$ cat src/rtl/spis_pkg.sv
package spis_pkg;
  localparam int unsigned SPIS_BYTE_W = 8;

  typedef struct packed {
    logic rise;
    logic fall;
  } spis_edge_t;
endpackage

$ cat src/rtl/spis_sync.sv
module spis_sync #(
  parameter int unsigned W      = 3,
  parameter int unsigned STAGES = 2,
  parameter logic [W-1:0] RST_VAL = '0
) (
  input  logic         clk,
  input  logic         rst_n,
  input  logic [W-1:0] d,
  output logic [W-1:0] q
);
  logic [W-1:0] stage_q [STAGES];
  logic [W-1:0] stage_d [STAGES];

  always_comb begin
    stage_d[0] = d;
    for (int s = 1; s < STAGES; s++) stage_d[s] = stage_q[s-1];
  end

  always_ff @(posedge clk or negedge rst_n) begin
    if (!rst_n) begin
      for (int s = 0; s < STAGES; s++) stage_q[s] <= RST_VAL;
    end else begin
      for (int s = 0; s < STAGES; s++) stage_q[s] <= stage_d[s];
    end
  end

  assign q = stage_q[STAGES-1];
endmodule

$ cat src/rtl/spis_edge.sv
module spis_edge
  import spis_pkg::*;
#(
  parameter logic RST_VAL = 1'b0
) (
  input  logic       clk,
  input  logic       rst_n,
  input  logic       lvl_i,
  output spis_edge_t edge_o
);
  logic prev_q;

  always_ff @(posedge clk or negedge rst_n) begin
    if (!rst_n) prev_q <= RST_VAL;
    else        prev_q <= lvl_i;
  end

  always_comb begin
    edge_o.rise = lvl_i & ~prev_q;
    edge_o.fall = ~lvl_i & prev_q;
  end
endmodule

$ cat src/rtl/spis_rx.sv
module spis_rx #(
  parameter int unsigned DATA_W = 8,
  localparam int unsigned CNT_W = $clog2(DATA_W)
) (
  input  logic              clk,
  input  logic              rst_n,
  input  logic              sel_i,
  input  logic              fall_i,
  input  logic              mosi_i,
  output logic [DATA_W-1:0] data_o,
  output logic              valid_o,
  output logic              strobe_o,
  output logic [CNT_W-1:0]  cnt_o
);
  localparam logic [CNT_W-1:0] LAST = CNT_W'(DATA_W - 1);

  logic [DATA_W-1:0] sh_q, sh_d, data_q, data_d;
  logic [CNT_W-1:0]  cnt_q, cnt_d;
  logic              valid_q, valid_d, strobe_q, strobe_d;
  logic              take;

  assign take = sel_i & fall_i;

  always_comb begin
    sh_d     = sh_q;
    cnt_d    = cnt_q;
    data_d   = data_q;
    valid_d  = valid_q;
    strobe_d = 1'b0;
    if (!sel_i) begin
      cnt_d = '0;
    end else if (take) begin
      sh_d = {sh_q[DATA_W-2:0], mosi_i};
      if (cnt_q == LAST) begin
        cnt_d    = '0;
        data_d   = {sh_q[DATA_W-2:0], mosi_i};
        valid_d  = 1'b1;
        strobe_d = 1'b1;
      end else begin
        cnt_d = cnt_q + 1'b1;
      end
    end
  end

  always_ff @(posedge clk or negedge rst_n) begin
    if (!rst_n) begin
      sh_q     <= '0;
      cnt_q    <= '0;
      data_q   <= '0;
      valid_q  <= 1'b0;
      strobe_q <= 1'b0;
    end else begin
      sh_q     <= sh_d;
      cnt_q    <= cnt_d;
      data_q   <= data_d;
      valid_q  <= valid_d;
      strobe_q <= strobe_d;
    end
  end

  assign data_o   = data_q;
  assign valid_o  = valid_q;
  assign strobe_o = strobe_q;
  assign cnt_o    = cnt_q;

  assert_strobe_single_R9: assert property (@(posedge clk) disable iff (!rst_n)
    strobe_q |=> !strobe_q);
  assert_valid_sticky_R9: assert property (@(posedge clk) disable iff (!rst_n)
    valid_q |=> valid_q);
  assert_strobe_with_valid_R9: assert property (@(posedge clk) disable iff (!rst_n)
    strobe_q |-> valid_q);
  assert_deselect_realign_R5: assert property (@(posedge clk) disable iff (!rst_n)
    !sel_i |=> (cnt_q == '0));
endmodule

$ cat src/rtl/spis_tx.sv
module spis_tx #(
  parameter int unsigned DATA_W = 8
) (
  input  logic              clk,
  input  logic              rst_n,
  input  logic              sel_i,
  input  logic              rise_i,
  input  logic              boundary_i,
  input  logic              offer_i,
  input  logic [DATA_W-1:0] offer_data_i,
  output logic              ack_o,
  output logic              miso_o
);
  logic [DATA_W-1:0] hold_q, hold_d, sh_q, sh_d;
  logic              pend_q, pend_d, miso_q, miso_d, ack_q, ack_d;
  logic              load, capture;

  assign load    = sel_i & rise_i & boundary_i & pend_q;
  assign capture = offer_i & ~pend_q & ~ack_q;

  always_comb begin
    hold_d = hold_q;
    pend_d = pend_q;
    sh_d   = sh_q;
    miso_d = miso_q;
    ack_d  = 1'b0;
    if (!sel_i) begin
      sh_d   = '0;
      miso_d = 1'b0;
    end else if (rise_i) begin
      if (boundary_i) begin
        if (pend_q) begin
          miso_d = hold_q[DATA_W-1];
          sh_d   = {hold_q[DATA_W-2:0], 1'b0};
          pend_d = 1'b0;
          ack_d  = 1'b1;
        end else begin
          miso_d = 1'b0;
          sh_d   = '0;
        end
      end else begin
        miso_d = sh_q[DATA_W-1];
        sh_d   = {sh_q[DATA_W-2:0], 1'b0};
      end
    end
    if (capture) begin
      hold_d = offer_data_i;
      pend_d = 1'b1;
    end
  end

  always_ff @(posedge clk or negedge rst_n) begin
    if (!rst_n) begin
      hold_q <= '0;
      pend_q <= 1'b0;
      sh_q   <= '0;
      miso_q <= 1'b0;
      ack_q  <= 1'b0;
    end else begin
      hold_q <= hold_d;
      pend_q <= pend_d;
      sh_q   <= sh_d;
      miso_q <= miso_d;
      ack_q  <= ack_d;
    end
  end

  assign ack_o  = ack_q;
  assign miso_o = miso_q;

  assert_ack_single_R8: assert property (@(posedge clk) disable iff (!rst_n)
    ack_q |=> !ack_q);
  assert_pending_kept_R7: assert property (@(posedge clk) disable iff (!rst_n)
    (pend_q && !load) |=> pend_q);
  assert_zero_fill_R6: assert property (@(posedge clk) disable iff (!rst_n)
    (sel_i && rise_i && boundary_i && !pend_q) |=> !miso_q);
  assert_miso_moves_on_rise_R3: assert property (@(posedge clk) disable iff (!rst_n)
    (sel_i && !rise_i) |=> $stable(miso_q));
  assert_miso_cleared_R1: assert property (@(posedge clk) disable iff (!rst_n)
    !sel_i |=> !miso_q);
endmodule

$ cat src/rtl/byte_spi_slave.sv
module byte_spi_slave
  import spis_pkg::*;
#(
  parameter int unsigned DATA_W      = SPIS_BYTE_W,
  parameter int unsigned SYNC_STAGES = 2,
  localparam int unsigned CNT_W      = $clog2(DATA_W)
) (
  input  logic              clk,
  input  logic              rst_n,
  input  logic              sck_i,
  input  logic              ss_n_i,
  input  logic              mosi_i,
  output logic              miso_o,
  output logic              miso_oe_o,
  input  logic              tx_valid_i,
  input  logic [DATA_W-1:0] tx_data_i,
  output logic              tx_ack_o,
  output logic [DATA_W-1:0] rx_data_o,
  output logic              rx_valid_o,
  output logic              rx_new_o
);
  // reset: asserted asynchronously, released on the clock
  logic [1:0] rst_pipe_q;
  logic       rst_core_n;

  always_ff @(posedge clk or negedge rst_n) begin
    if (!rst_n) rst_pipe_q <= 2'b00;
    else        rst_pipe_q <= {rst_pipe_q[0], 1'b1};
  end
  assign rst_core_n = rst_pipe_q[1];

  // synchronize the three pad inputs: {sck, ss_n, mosi}
  logic [2:0] pads_s;
  spis_sync #(.W(3), .STAGES(SYNC_STAGES), .RST_VAL(3'b010)) u_sync (
    .clk   (clk),
    .rst_n (rst_core_n),
    .d     ({sck_i, ss_n_i, mosi_i}),
    .q     (pads_s)
  );

  logic sck_s, sel_s, mosi_s;
  assign sck_s  = pads_s[2];
  assign sel_s  = ~pads_s[1];
  assign mosi_s = pads_s[0];

  spis_edge_t sck_edge;
  spis_edge #(.RST_VAL(1'b0)) u_sck_edge (
    .clk    (clk),
    .rst_n  (rst_core_n),
    .lvl_i  (sck_s),
    .edge_o (sck_edge)
  );

  // selection guard: rises need select held one cycle; falls need a prior rise
  logic sel_prev_q, started_q, started_d;
  logic rise_ok, fall_ok;

  assign rise_ok = sck_edge.rise & sel_s & sel_prev_q;
  assign fall_ok = sck_edge.fall & sel_s & started_q;

  always_comb begin
    started_d = started_q;
    if (!sel_s)       started_d = 1'b0;
    else if (rise_ok) started_d = 1'b1;
  end

  always_ff @(posedge clk or negedge rst_core_n) begin
    if (!rst_core_n) begin
      sel_prev_q <= 1'b0;
      started_q  <= 1'b0;
    end else begin
      sel_prev_q <= sel_s;
      started_q  <= started_d;
    end
  end

  logic [CNT_W-1:0] bit_cnt;
  logic             boundary;

  spis_rx #(.DATA_W(DATA_W)) u_rx (
    .clk      (clk),
    .rst_n    (rst_core_n),
    .sel_i    (sel_s),
    .fall_i   (fall_ok),
    .mosi_i   (mosi_s),
    .data_o   (rx_data_o),
    .valid_o  (rx_valid_o),
    .strobe_o (rx_new_o),
    .cnt_o    (bit_cnt)
  );

  assign boundary = (bit_cnt == '0);

  spis_tx #(.DATA_W(DATA_W)) u_tx (
    .clk          (clk),
    .rst_n        (rst_core_n),
    .sel_i        (sel_s),
    .rise_i       (rise_ok),
    .boundary_i   (boundary),
    .offer_i      (tx_valid_i),
    .offer_data_i (tx_data_i),
    .ack_o        (tx_ack_o),
    .miso_o       (miso_o)
  );

  assign miso_oe_o = sel_s;

  assert_early_fall_ignored_R4: assert property (@(posedge clk) disable iff (!rst_core_n)
    (sck_edge.fall && !started_q) |=> $stable(bit_cnt));
  assert_oe_released_R1: assert property (@(posedge clk) disable iff (!rst_core_n)
    (!sel_s && !sel_prev_q) |-> (!miso_oe_o && !miso_o));
  assert_no_ack_unselected_R7: assert property (@(posedge clk) disable iff (!rst_core_n)
    !sel_s |=> !tx_ack_o);
endmodule

$ cat config.mk
export PLATFORM = sky130hd
export DESIGN_NAME = byte_spi_slave
export DESIGN_NICKNAME = d
export VERILOG_FILES = /design/src/rtl/spis_pkg.sv /design/src/rtl/spis_sync.sv /design/src/rtl/spis_edge.sv /design/src/rtl/spis_rx.sv /design/src/rtl/spis_tx.sv /design/src/rtl/byte_spi_slave.sv
export SDC_FILE = /design/constraint.sdc
export NUM_CORES = 1
export LEC_CHECK = 0
export ABC_AREA = 1
export BUFFER_PORTS_ARGS = -buffer_cell sky130_fd_sc_hd__buf_2
export CORE_ASPECT_RATIO = 1.2
export CORE_MARGIN = 3
export CORE_UTILIZATION = 53
export CTS_BUF_LIST = sky130_fd_sc_hd__clkbuf_2
export DETAILED_ROUTE_END_ITERATION = 7
export PLACE_DENSITY = 0.77
export SYNTH_ARGS = -nofsm -noshare
export SYNTH_HDL_FRONTEND = slang
export SYNTH_HIERARCHICAL = 1
export SYNTH_SLANG_ARGS = --single-unit
$ cat constraint.sdc
create_clock -name clk -period 1.42 [get_ports clk]
set_input_delay 0.284 -clock clk [delete_from_list [all_inputs] [get_ports clk]]
set_output_delay 0.284 -clock clk [all_outputs]
set_load 0.03 [all_outputs]
==> results.md <==
Setup path
- **maximum single-stage delay on the critical path** 590 ps
- **worst-path cell with the longest stage delay** sky130_fd_sc_hd__dfstp_2
- **number of buffers and inverters on the critical path** 2
- **data arrival time of the worst path** 1150 ps
- **critical path cell sequence** inv_4 > buf_6
- **Worst Setup Start Kind** flop
- **Worst Path Max Fanout** 2
- **data required time at the worst endpoint** 1140 ps
- **type of the setup path with the least slack** reg -> out
- **Crit path max-delay family** flip-flops
- **Critical Path Sink Type** primary output

Cells and area
- **Post-layout nets** 270
- **final std cell area, no fill** 2380 sq um
- **antenna diode count** 0
- **filler cell count in the final layout** 293
- **share of cells above drive strength 1** 0.247
- **final core utilization** 0.682
- **Layout area overhead** 19.1%

STA
- **final critical-path setup slack** -17.0 ps
- **final number of max-transition violations** 0
- **Total Negative Setup Slacks** -17.0 ps
- **Fin Clk Skew** 16.4 ps
- **Fin Hold WS** 103 ps
- **number of endpoints with negative hold slack in the final report** 0
- **final setup vio count** 1
- **setup repair after global routing missed its margin** true
- **highest attainable clock frequency** 0.696 GHz
- **final critical delay including setup and external delays** 1440 ps
- **fraction of the cycle the final worst path needs** 1.01

Synthesis
- **synthesized flop and latch total** 49
- **Most used DFF post-synth** sky130_fd_sc_hd__dfrtp_1
- **EDFF count, synth** 0
- **unique cell type count in the Yosys netlist** 21
- **largest cells by area after synthesis** sky130_fd_sc_hd__dfrtp_1, sky130_fd_sc_hd__nand2_1, sky130_fd_sc_hd__nand4_1, sky130_fd_sc_hd__dfstp_2, sky130_fd_sc_hd__nand3_1
- **Post-Syn Nets** 230
- **cell area after synthesis** 1990 sq um
- **share of the yosys chip area belonging to registers** 0.616
- **Synth area leader** sky130_fd_sc_hd__dfrtp_1
- **number of cells produced by synthesis** 214
- **cell with the most instances after synthesis** sky130_fd_sc_hd__nand2_1
- **Yosys Warn Count** 6
- **post-synthesis area per instance** 9.32 sq um
- **fraction of registers with async set/reset** 1.00
- **post-synth top area share** 0.590
- **most instantiated cells after synthesis** sky130_fd_sc_hd__nand2_1, sky130_fd_sc_hd__dfrtp_1, sky130_fd_sc_hd__nand4_1

CTS
- **total CTS buffers** 5
- **Clock Sinks** 49
- **Clk pin slew, worst setup/hold paths** 210 ps
- **latest clock arrival within the worst-skew pair** 410 ps
- **TritonCTS clock tree** done
- **CTS max path bufs** 2
- **Clock Root Buffer** sky130_fd_sc_hd__clkbuf_2
- **number of levels the H-tree was split into** 2

Global routing
- **first-pass GRT wire length** 5.95 mm
- **Total Routing Usage GR** 0.177
- **maximum number of pins on one net before global-route repair** 32
- **vias in the first global route** 1385
- **grt ovf** 0
- **antenna violations before repair** 0

Route
- **Wirelength per Cell** 11.2 microns
- **number of vias in the routed layout** 1470
- **number of nets with antenna violations after routing** 0
- **First DRT Iteration DRCs** 82
- **DRC viols** 0
- **via/cell ratio** 4.82
- **first drt pass iteration count** 4
- **Total Wirelength** 3.41 mm

Place
- **Placement Cell Area** 2190 sq um
- **half-perimeter wire length after placement** 2.39 mm
- **PortBufs** 26
- **gp weighted congestion** 0.770

Run
- **Max Cap Violations** 0

Run status
- **violations in the final reports** negative setup slack
- **status** complete, but fails checks

Power and ir drop
- **leakage power figure** 0.00136 uW
- **power density cells** 1060 nW/um^2
- **overall power after layout** 2510 uW
- **maximum ir drop on the vdd rail** 0.613 mV

Hold path
- **worst min-delay path class** in -> reg

Floorplan
- **row count** 23
- **starting utilization of the core area** 0.573
- **Chip Height** 73.2 microns
- **Die W** 62 microns
- **die outline area** 4540 sq um
- **core area** 3480 sq um
- **Top-Level Pins** 27

## final cells by class
class	instances	area, sq um	area share
Sequential cell	49	1230	0.518
Multi-Input combinational cell	146	697	0.293
Timing Repair Buffer	38	265	0.112
Tap cell	50	62.6	0.0263
Inverter	14	57.6	0.0242
Clock inverter	2	33.8	0.0142
Clock buffer	6	30.0	0.0126
## cells in the final DEF (no fill, tap or decap)
cell / n
sky130_fd_sc_hd__ha_1: 1
sky130_fd_sc_hd__buf_12: 2
sky130_fd_sc_hd__dfstp_2: 2
sky130_fd_sc_hd__nor3_1: 1
sky130_fd_sc_hd__dlygate4sd3_1: 4
sky130_fd_sc_hd__nor2_1: 4
sky130_fd_sc_hd__inv_2: 4
sky130_fd_sc_hd__buf_4: 5
sky130_fd_sc_hd__inv_1: 8
sky130_fd_sc_hd__dfrtp_2: 1
sky130_fd_sc_hd__nor2_4: 2
sky130_fd_sc_hd__nand3_1: 7
sky130_fd_sc_hd__nor2_2: 2
sky130_fd_sc_hd__inv_4: 2
sky130_fd_sc_hd__nand2_2: 4
sky130_fd_sc_hd__dfrtp_1: 46
sky130_fd_sc_hd__buf_6: 2
sky130_fd_sc_hd__conb_1: 1
sky130_fd_sc_hd__nand3_4: 3
sky130_fd_sc_hd__nand2_1: 102
sky130_fd_sc_hd__a21oi_1: 1
sky130_fd_sc_hd__buf_2: 25
sky130_fd_sc_hd__bufinv_16: 1
sky130_fd_sc_hd__clkbuf_2: 6
sky130_fd_sc_hd__nand3_2: 1
sky130_fd_sc_hd__clkinv_1: 1
sky130_fd_sc_hd__nand4_1: 16
sky130_fd_sc_hd__ha_2: 1
## power by group
group	internal (uW)	switching [uW]
Clock	300	405
Combinational	108	135
Sequential	1500	65.8
## per-stage QoR
stage | cells | setup slack [ps]
after floorplan | 214 | 198
after global placement | 289 | 136
after detailed placement | 289 | 74.1
after CTS | 303 | -42.7
after global routing | 305 | -94.1
final | 305 | -17.0
## sequential cells by signal (all words and copies together), names as in the netlist
name               count
u_sync/stage_d         3
u_tx/ack_o             1
u_rx/cnt_o             3
started_q              1
u_rx/sh_q              7
u_sck_edge/prev_q      1
u_tx/hold_q            8
u_rx/valid_o           1
u_tx/sh_q              7
u_tx/pend_q            1
u_rx/strobe_o          1
sel_prev_q             1
rst_pipe_q             2
u_rx/data_o            8
u_sync/q               3
u_tx/miso_o            1
## worst reg2reg max path, cell delays in order, from the launching register on
cell,delay [ps]
sky130_fd_sc_hd__dfstp_2,590
sky130_fd_sc_hd__inv_4,40
sky130_fd_sc_hd__buf_4,150
sky130_fd_sc_hd__nand2_2,70
sky130_fd_sc_hd__nor2_2,50
sky130_fd_sc_hd__buf_6,140
sky130_fd_sc_hd__nor2_2,140
sky130_fd_sc_hd__nand2_1,60
sky130_fd_sc_hd__nand2_1,60
## logic make-up after synthesis
logic type                 count (synthesis)  share of synthesized area
other                                      1                    0.00188
and+or+nand+nor                          141                      0.317
buffers and inverters                     20                     0.0496
AOI/OAI and AO/OA                          1                    0.00251
adders and majority gates                  2                     0.0125
DFF                                       49                      0.616
## layer usage
layer	vias up	GRT usage	wire length (microns)
li1	757	-	-
met1	675	0.207	1450
met2	33	0.300	1770
met3	5	0.0372	132
met4	0	0.0849	60
met5	-	0	0
## path summary, 6_finish.rpt
kind	start	to	slack, ps	cells after the start
min in group asynchronous	rst_n	rst_pipe_q[1]	150	2
setup / recovery	u_sync/q[1]	miso_oe_o	-20	2
hold / removal	tx_data_i[0]	u_tx/hold_q[0]	100	3
max in group asynchronous	rst_pipe_q[1]	u_sync/q[1]	680	1
hold reg to reg	rst_pipe_q[1]	u_rx/sh_q[6]	180	0
setup reg to reg	u_sync/q[1]	u_rx/cnt_o[1]	90	8
## timing repair
| action | in CTS | in global routing |
|---|---|---|
| resized for setup | 5 | 5 |
| pin swaps | 0 | 3 |
| hold buffers | 4 | 0 |
| buffers inserted | 2 | 1 |
| endpoints found under the hold margin | 5 | 0 |
| cloned | 0 | 1 |
| endpoints found under the setup margin | 1 | 22 |
Note: power is estimated with default switching activity, not from simulation.
